===== config.mk =====
export PLATFORM = sky130hd
export DESIGN_NAME = mp_rx_filter
export DESIGN_NICKNAME = d
export VERILOG_FILES = /design/src/rtl/mp_rx_pkg.sv /design/src/rtl/mp_rx_input_stage.sv /design/src/rtl/mp_rx_decide.sv /design/src/rtl/mp_rx_output_stage.sv /design/src/rtl/mp_rx_filter.sv
export SDC_FILE = /design/constraint.sdc
export NUM_CORES = 1
export LEC_CHECK = 0
export BUFFER_PORTS_ARGS = -buffer_cell sky130_fd_sc_hd__buf_2
export CORE_MARGIN = 5
export CORE_UTILIZATION = 51
export CTS_CLUSTER_DIAMETER = 30
export DETAILED_ROUTE_END_ITERATION = 16
export GPL_TIMING_DRIVEN = 0
export MAX_ROUTING_LAYER = met4
export PLACE_DENSITY_LB_ADDON = 0.2
export SKIP_LAST_GASP = 1
export SYNTH_ARGS = -nofsm -noshare
export SYNTH_HDL_FRONTEND = slang
export SYNTH_SLANG_ARGS = --single-unit
export TNS_END_PERCENT = 10

===== constraint.sdc =====
create_clock -name clk -period 4.6 [get_ports clk]
set_input_delay 0.23 -clock clk [delete_from_list [all_inputs] [get_ports clk]]
set_output_delay 0.23 -clock clk [all_outputs]
set_load 0.05 [all_outputs]

===== src/rtl/mp_rx_pkg.sv =====
package mp_rx_pkg;
  typedef enum logic [1:0] {
    POL_ALL      = 2'b00,
    POL_ADDR     = 2'b01,
    POL_MATCH_TR = 2'b10,
    POL_DATA_SEL = 2'b11
  } policy_e;

  typedef struct packed {
    logic       addr;
    logic [7:0] data;
  } char_t;
endpackage


===== src/rtl/mp_rx_input_stage.sv =====
module mp_rx_input_stage #(
  parameter int DATA_W = 8
) (
  input  logic              clk,
  input  logic              rst,
  input  logic              in_valid,
  input  logic [DATA_W-1:0] in_data,
  input  logic              in_addr,
  output logic              s_valid,
  output logic [DATA_W-1:0] s_data,
  output logic              s_addr
);
  always_ff @(posedge clk) begin
    if (rst) begin
      s_valid <= 1'b0;
      s_data  <= '0;
      s_addr  <= 1'b0;
    end else begin
      s_valid <= in_valid;
      if (in_valid) begin
        s_data <= in_data;
        s_addr <= in_addr;
      end
    end
  end
endmodule


===== src/rtl/mp_rx_decide.sv =====
module mp_rx_decide #(
  parameter int DATA_W = 8
) (
  input  logic              clk,
  input  logic              rst,
  input  logic              s_valid,
  input  logic [DATA_W-1:0] s_data,
  input  logic              s_addr,
  input  logic              mp_en,
  input  logic [1:0]        mode,
  input  logic [DATA_W-1:0] match_addr,
  output logic              accept,
  output logic              selected
);
  import mp_rx_pkg::*;

  logic hit;
  logic sel_next;

  assign hit = (s_data == match_addr);

  always_comb begin
    sel_next = selected;
    if (s_valid && s_addr) sel_next = hit;
  end

  always_comb begin
    accept = 1'b0;
    if (s_valid) begin
      if (!mp_en) accept = 1'b1;
      else begin
        unique case (policy_e'(mode))
          POL_ALL:      accept = 1'b1;
          POL_ADDR:     accept = s_addr;
          POL_MATCH_TR: accept = sel_next;
          POL_DATA_SEL: accept = !s_addr && selected;
          default:      accept = 1'b0;
        endcase
      end
    end
  end

  always_ff @(posedge clk) begin
    if (rst) selected <= 1'b0;
    else     selected <= sel_next;
  end

  assert_sel_hold_R7: assert property (@(posedge clk) disable iff (rst)
    !(s_valid && s_addr) |=> $stable(selected));
  assert_sel_update_R7: assert property (@(posedge clk) disable iff (rst)
    (s_valid && s_addr) |=> (selected == $past(s_data == match_addr)));
endmodule


===== src/rtl/mp_rx_output_stage.sv =====
module mp_rx_output_stage #(
  parameter int DATA_W = 8
) (
  input  logic              clk,
  input  logic              rst,
  input  logic              accept,
  input  logic [DATA_W-1:0] s_data,
  input  logic              s_addr,
  input  logic              mp_en,
  input  logic              tx_bit9_cfg,
  output logic              out_valid,
  output logic [DATA_W-1:0] out_data,
  output logic              out_addr,
  output logic              irq,
  output logic              tx_bit9
);
  always_ff @(posedge clk) begin
    if (rst) begin
      out_valid <= 1'b0;
      irq       <= 1'b0;
      out_data  <= '0;
      out_addr  <= 1'b0;
      tx_bit9   <= 1'b0;
    end else begin
      out_valid <= accept;
      irq       <= accept;
      tx_bit9   <= mp_en & tx_bit9_cfg;
      if (accept) begin
        out_data <= s_data;
        out_addr <= s_addr;
      end
    end
  end
endmodule


===== src/rtl/mp_rx_filter.sv =====
module mp_rx_filter #(
  parameter int DATA_W = 8
) (
  input  logic              clk,
  input  logic              rst,
  input  logic              in_valid,
  input  logic [DATA_W-1:0] in_data,
  input  logic              in_addr,
  input  logic              mp_en,
  input  logic [1:0]        mode,
  input  logic [DATA_W-1:0] match_addr,
  input  logic              tx_bit9_cfg,
  output logic              out_valid,
  output logic [DATA_W-1:0] out_data,
  output logic              out_addr,
  output logic              irq,
  output logic              tx_bit9
);
  logic              s_valid;
  logic [DATA_W-1:0] s_data;
  logic              s_addr;
  logic              accept;
  logic              selected;

  mp_rx_input_stage #(.DATA_W(DATA_W)) u_in (
    .clk(clk), .rst(rst), .in_valid(in_valid), .in_data(in_data),
    .in_addr(in_addr), .s_valid(s_valid), .s_data(s_data), .s_addr(s_addr));

  mp_rx_decide #(.DATA_W(DATA_W)) u_dec (
    .clk(clk), .rst(rst), .s_valid(s_valid), .s_data(s_data), .s_addr(s_addr),
    .mp_en(mp_en), .mode(mode), .match_addr(match_addr),
    .accept(accept), .selected(selected));

  mp_rx_output_stage #(.DATA_W(DATA_W)) u_out (
    .clk(clk), .rst(rst), .accept(accept), .s_data(s_data), .s_addr(s_addr),
    .mp_en(mp_en), .tx_bit9_cfg(tx_bit9_cfg), .out_valid(out_valid),
    .out_data(out_data), .out_addr(out_addr), .irq(irq), .tx_bit9(tx_bit9));

  assert_irq_eq_valid_R8: assert property (@(posedge clk) disable iff (rst)
    irq == out_valid);
  assert_no_spurious_R8: assert property (@(posedge clk) disable iff (rst)
    out_valid |-> $past(in_valid, 2));
  assert_pass_all_off_R2: assert property (@(posedge clk) disable iff (rst)
    (s_valid && !mp_en) |=> out_valid);
  assert_addr_only_R4: assert property (@(posedge clk) disable iff (rst)
    (s_valid && mp_en && mode == 2'b01) |=> (out_valid == $past(s_addr)));
  assert_no_addr_out_R6: assert property (@(posedge clk) disable iff (rst)
    (s_valid && mp_en && mode == 2'b11 && s_addr) |=> !out_valid);
  assert_tx9_gate_R9: assert property (@(posedge clk) disable iff (rst)
    tx_bit9 == $past(mp_en & tx_bit9_cfg));
endmodule


Word level (Yosys, flattened, before mapping)
Cells that the tools add are included.
{ "op_classes": {"eq_ne": 4, "muxes": 4, "bitwise_logic": 1, "reduce_logical": 4} }
{ "ops": {"columns": ["op", "n"], "rows": [
  ["8-bit == test", 1],
  ["2-bit == test (second input constant)", 2],
  ["1-bit one-hot mux with 4 select lines", 1],
  ["1-bit two-way mux", 3],
  ["2-bit by 1-bit == test with 1-bit output (second input constant)", 1],
  ["1-bit logical AND", 2],
  ["2-bit logical NOT", 1],
  ["1-bit bitwise AND", 1],
  ["1-bit logical NOT", 1]
]} }
{ "word_totals": {"wordCells": 21, "ff_bits": 22, "out_inout_bits": 12, "inputBits": 24} }

Logic depth before layout (Yosys ltp)
{ "logic_depth": {"depth_word": 5, "depth_mapped": 6, "depth_no_buf": 5} }

Modules after synthesis
From an unflattened synthesis, not the netlist that was laid out.
{ "hier_totals": {"cells_unflattened": 88, "hier_area_um2": 898.4} }
{ "modules_own_cells": {"columns": ["mod", "area_per_inst_um2", "seq_area_each_um2", "n_inst", "cells_each"], "rows": [
  ["mp_rx_output_stage", 381.6, 220.2, 1, 35],
  ["mp_rx_input_stage", 346.6, 200.2, 1, 31],
  ["mp_rx_decide", 170.2, 20.0, 1, 22]
]} }

Worst setup path after synthesis
Ideal clock, no wire load.
{ "synth_timing": {"path_kind": "flip-flop to flip-flop", "startpoint": "register u_in.s_data[3]", "endpoint": "register u_out.out_addr", "t_arrival_ns": 1.396, "setup_time_ns": 0.072, "t_required_ns": 4.528, "n_path_buf": 1, "stages_incl_launch_ff": 7, "synth_period_minus_slack_ns": 1.468, "slack_ns": 3.132, "cell_sequence": "dfxtp_1 > xor2_1 > nor4_1 > nand4_1 > a41oi_2 > buf_6 > mux2i_1"} }
{ "synth_between": {"elab_chain_len": 5} }
{ "synth_rtl": {"columns": ["item", "line_no", "text"], "rows": [
  ["start, declared", "mp_rx_input_stage.sv:10", "output logic [DATA_W-1:0] s_data,"],
  ["start signal, assigned", "mp_rx_input_stage.sv:21", "s_data <= in_data;"],
  ["8-bit == test", "mp_rx_decide.sv:20", "assign hit = (s_data == match_addr);"],
  ["1-bit two-way mux", "mp_rx_decide.sv:24", "if (s_valid && s_addr) sel_next = hit;"],
  ["1-bit one-hot mux with 4 select lines", "mp_rx_decide.sv:32", "unique case (policy_e'(mode))"],
  ["1-bit two-way mux", "mp_rx_decide.sv:30", "if (!mp_en) accept = 1'b1;"],
  ["1-bit two-way mux", "mp_rx_decide.sv:29", "if (s_valid) begin"],
  ["end signal, assigned", "mp_rx_output_stage.sv:30", "out_addr <= s_addr;"],
  ["end, declared", "mp_rx_output_stage.sv:13", "output logic out_addr,"]
]} }
Every way passes these cells.
A chain may end at the register's enable or synchronous reset.

Worst setup path after layout
{ "layout_timing": {"startpoint": "register u_in.s_data[3]", "endpoint": "register u_out.out_data[7]"} }
{ "layout_between": {"elab_chain_len": 5} }
{ "layout_rtl": {"columns": ["item", "line_no", "text"], "rows": [
  ["8-bit == test", "mp_rx_decide.sv:20", null],
  ["1-bit two-way mux", "mp_rx_decide.sv:24", null],
  ["1-bit one-hot mux with 4 select lines", "mp_rx_decide.sv:32", null],
  ["1-bit two-way mux", "mp_rx_decide.sv:30", null],
  ["1-bit two-way mux", "mp_rx_decide.sv:29", null],
  ["end signal, assigned", "mp_rx_output_stage.sv:29", "out_data <= s_data;"],
  ["end, declared", "mp_rx_output_stage.sv:12", "output logic [DATA_W-1:0] out_data,"]
]} }
Every way passes these cells.

==> flow_summary_export.csv <==
group,metric,value,unit
logic_synthesis,synth_most_common_cell,"dfxtp_1",
critical_path,crit_slowest_cell,"dfxtp_1",
global_routing,overflow,0,
clock_network,cts-resized-gates,0,
critical_path,crit_end,"u_out.out_data[7]",
logic_synthesis,synth_edf_count,0,
logic_synthesis,syn_area_per_cell,10.06,sq um
clock_network,cts_buffer_depth,2,
logic_synthesis,ys_seq_elements,22,
critical_path,reg2reg_to,"u_out.out_data[7]",
pwr,p_leak,0.5552,nW
clock_network,path_clk_slew,0.12,ns
min_path,hold_path_class,"in2reg",
floorplan,dieArea,2864,sq um
logic_synthesis,synth_common_cells,"dfxtp_1 (22), mux2i_1 (19), nand2b_1 (16)",
logic_synthesis,synth_top_area_frac,0.4560,
clock_network,root_buffer,"clkbuf_4",
logic_synthesis,synth_cell_types,20,
placed_design,portBuffers,34,
clock_network,htreeDepth,1,
logic_synthesis,syn_inst,96,
global_routing,grt_first_pass_wirelength,3298,um
critical_path,critPathKind,"reg2reg",
drt,antenna_left,0,
critical_path,rr_startpoint,"u_in.s_data[3]",
clock_network,numCtsBuffers,3,
global_routing,busiest_layer,"met2",
sta,fin_crit_sh,0.3801,
logic_synthesis,synthSimpleGateAreaFrac,0.2124,
sta,slew_headroom,0.5614,
cells_and_area,antennaDiodeCount,0,
sta,rsz0062_at_grt,"false",
critical_path,start_kind,"register",
pwr,power_density,303.0,nW/um^2
critical_path,reg2reg_slack,2.85,ns
cells_and_area,nets,159,
clock_network,cts_tree,"yes",
clock_network,cts_sinks,22,
critical_path,crit_path_start,"u_in.s_data[3]",
floorplan,core-area,1764,sq um
global_routing,antenna_found_initial,0,
sta,setup_tns,0,ns
global_routing,grt_usage,0.1643,
critical_path,crit_required,4.84,ns
sta,slew_violations,0,
sta,period_minus_slack,1.748,ns
global_routing,use_met3,0.03380,
critical_path,crit_chain,"xor2_1, nor4_1, nand4_1, a41oi_2, buf_6, mux2i_1",
logic_synthesis,synth_top_family_by_area,"simple AND/OR/NAND/NOR gates",
drt,drtIter0Drc,18,
logic_synthesis,synthAdderAreaFrac,0,
pwr,peakVddDrop,0.1921,mV
floorplan,fp-row-count,15,
clock_network,postCtsSetupBuffers,0,
drt,drc,0,
global_routing,grt_use_met2,0.2735,
logic_synthesis,synth-xor-area-share,0.07254,
drt,wl,2021,um
sta,finalSetupViolations,0,
critical_path,cp.arrival,1.99,ns
pwr,p_int,0.0002714,W
logic_synthesis,synth_compound_area_frac,0.02720,
cells_and_area,fillers,164,
cells_and_area,area_growth,24.61,%
logic_synthesis,seq_area_frac_synth,0.4560,
logic_synthesis,netlist_top_cells_area,"dfxtp_1 (46%), mux2i_1 (20%), nand2b_1 (10%)",
logic_synthesis,synth_flop_cell,"dfxtp_1",
drt,wl_per_cell,12.71,um
sta,worst_pin_slew,0.6579,ns
floorplan,start_util,0.5475,
floorplan,die_x,53.52,um
floorplan,io_pins,36,
floorplan,die_h,53.52,um
pwr,p_sw,0.00009327,W
logic_synthesis,yosysTopAreaCell,"dfxtp_1",
sta,fin_skew,0.004838,ns
critical_path,cpPeakStageDelay,0.36,ns
pwr,p_sw_frac,0.2557,
cells_and_area,drive_above_1_share,0.3134,
status,status,"complete, no violations",
placed_design,place.gp.congestion,0.7504,
logic_synthesis,syn_nets,120,
job,drv_cap,0,
sta,final_hold_viol_count,0,
placed_design,hpwl,1580,um
logic_synthesis,syn_area,965.9,sq um
logic_synthesis,synth-async-reset-ratio,0,
global_routing,first_global_vias,735,
sta,max_freq,0.5720,GHz
global_routing,grt_max_degree,13,
sta,hold_slack,0.1279,ns
pwr,seqPwrFrac,0.560,
pwr,p_comb_frac,0.148,
clock_network,postCtsHoldBufs,0,
logic_synthesis,ys_warn_count,0,
drt,vias,750,
drt,drt_pass1_iterations,4,
critical_path,r2r_cells,6,
pwr,power_frac_clock,0.291,
min_path,hold-path-cell-count,3,
logic_synthesis,synth.area.mux_share,0.1969,
drt,vias_per_cell,4.717,
global_routing,grt_use_met1,0.1871,
critical_path,crit_path_end_kind,"register",
critical_path,cp_max_fo,10,
clock_network,worstSkewPairLatency,0.31,ns
## routing by layer
layer / up-vias / part of all wire
met2: 24 / 0.50
met4: 0 / 0.014
met1: 335 / 0.43
li1: 387 / -
met3: 4 / 0.056
met5: - / 0
## area by class of cell
class                      instances  area (sq um)  area share
buffer                             6         33.78     0.02807
tap                               25         31.28     0.02599
multi-input combinational         68         491.7      0.4085
sequential                        22         440.4      0.3659
timing repair buffer              34         170.2      0.1414
clock buffer                       4         36.28     0.03015
## worst max-delay path, delay by kind of cell (launching register included)
| family | cells | cell delay, ns |
|---|---|---|
| compound gates | 1 | 0.25 |
| flops | 1 | 0.36 |
| buf+inv | 1 | 0.19 |
| simple gates | 2 | 0.50 |
| xor+xnor | 1 | 0.18 |
| mux | 1 | 0.20 |
## stage by stage
step | setup slack (ns) | cells | area [sq um] | utilization | power, W
detailed placement | 2.961 | 155 | 1167 | 0.6617 | 0.0002627
finish | 2.852 | 159 | 1204 | 0.6823 | 0.0003647
global route | 2.671 | 159 | 1204 | 0.6823 | 0.0003804
CTS | 2.861 | 159 | 1204 | 0.6823 | 0.0003688
floorplan | 3.132 | 96 | 965.9 | - | 0.0002435
global placement | 3.017 | 155 | 1167 | 0.6617 | 0.0002609
## registers in the layout, indices dropped and copies added (netlist names)
name	count
u_dec.selected	1
u_in.s_addr	1
u_in.s_data	8
u_in.s_valid	1
u_out.out_addr	1
u_out.out_data	8
u_out.out_valid	1
u_out.tx_bit9	1
## power groups by stage
stage | sequential, W | combinational, W | clock [W]
global placement | 0.000208 | 0.0000527 | 0
finish | 0.000204 | 0.0000541 | 0.000106
global route | 0.000206 | 0.0000592 | 0.000116
detailed placement | 0.000209 | 0.0000540 | 0
CTS | 0.000204 | 0.0000547 | 0.000110
floorplan | 0.000215 | 0.0000286 | 0
## layout by cell type, fill, tap and decap left out, drive strengths merged
cell type and count:
and2b 1, nand2b 16, a21oi 1, or2b 2, nor2b 1, buf 36
nor4 1, dfxtp 22, nor2 10, nand2 5, nor3 1, xnor2 2
mux2i 19, o21ai 1, clkbuf 8, nand4 1, a41oi 1, xor2 6
## worst min-delay path by stage
stage | startpoint | end
final | tx_bit9_cfg | u_out.tx_bit9
after detailed placement | tx_bit9_cfg | u_out.tx_bit9
after global placement | tx_bit9_cfg | u_out.tx_bit9
after floorplan | mp_en | u_out.tx_bit9
after CTS | tx_bit9_cfg | u_out.tx_bit9
after global routing | tx_bit9_cfg | u_out.tx_bit9
## cell families (layout without fill, tap and decap cells)
logic type                Yosys count  in the layout
AOI/OAI and AO/OA                   3              3
xor gates and xnor gates            8              8
buffers and inverters               6             44
DFF                                22             22
muxes                              19             19
and+or+nand+nor                    38             38
Note: power is estimated with default switching activity, not from simulation.
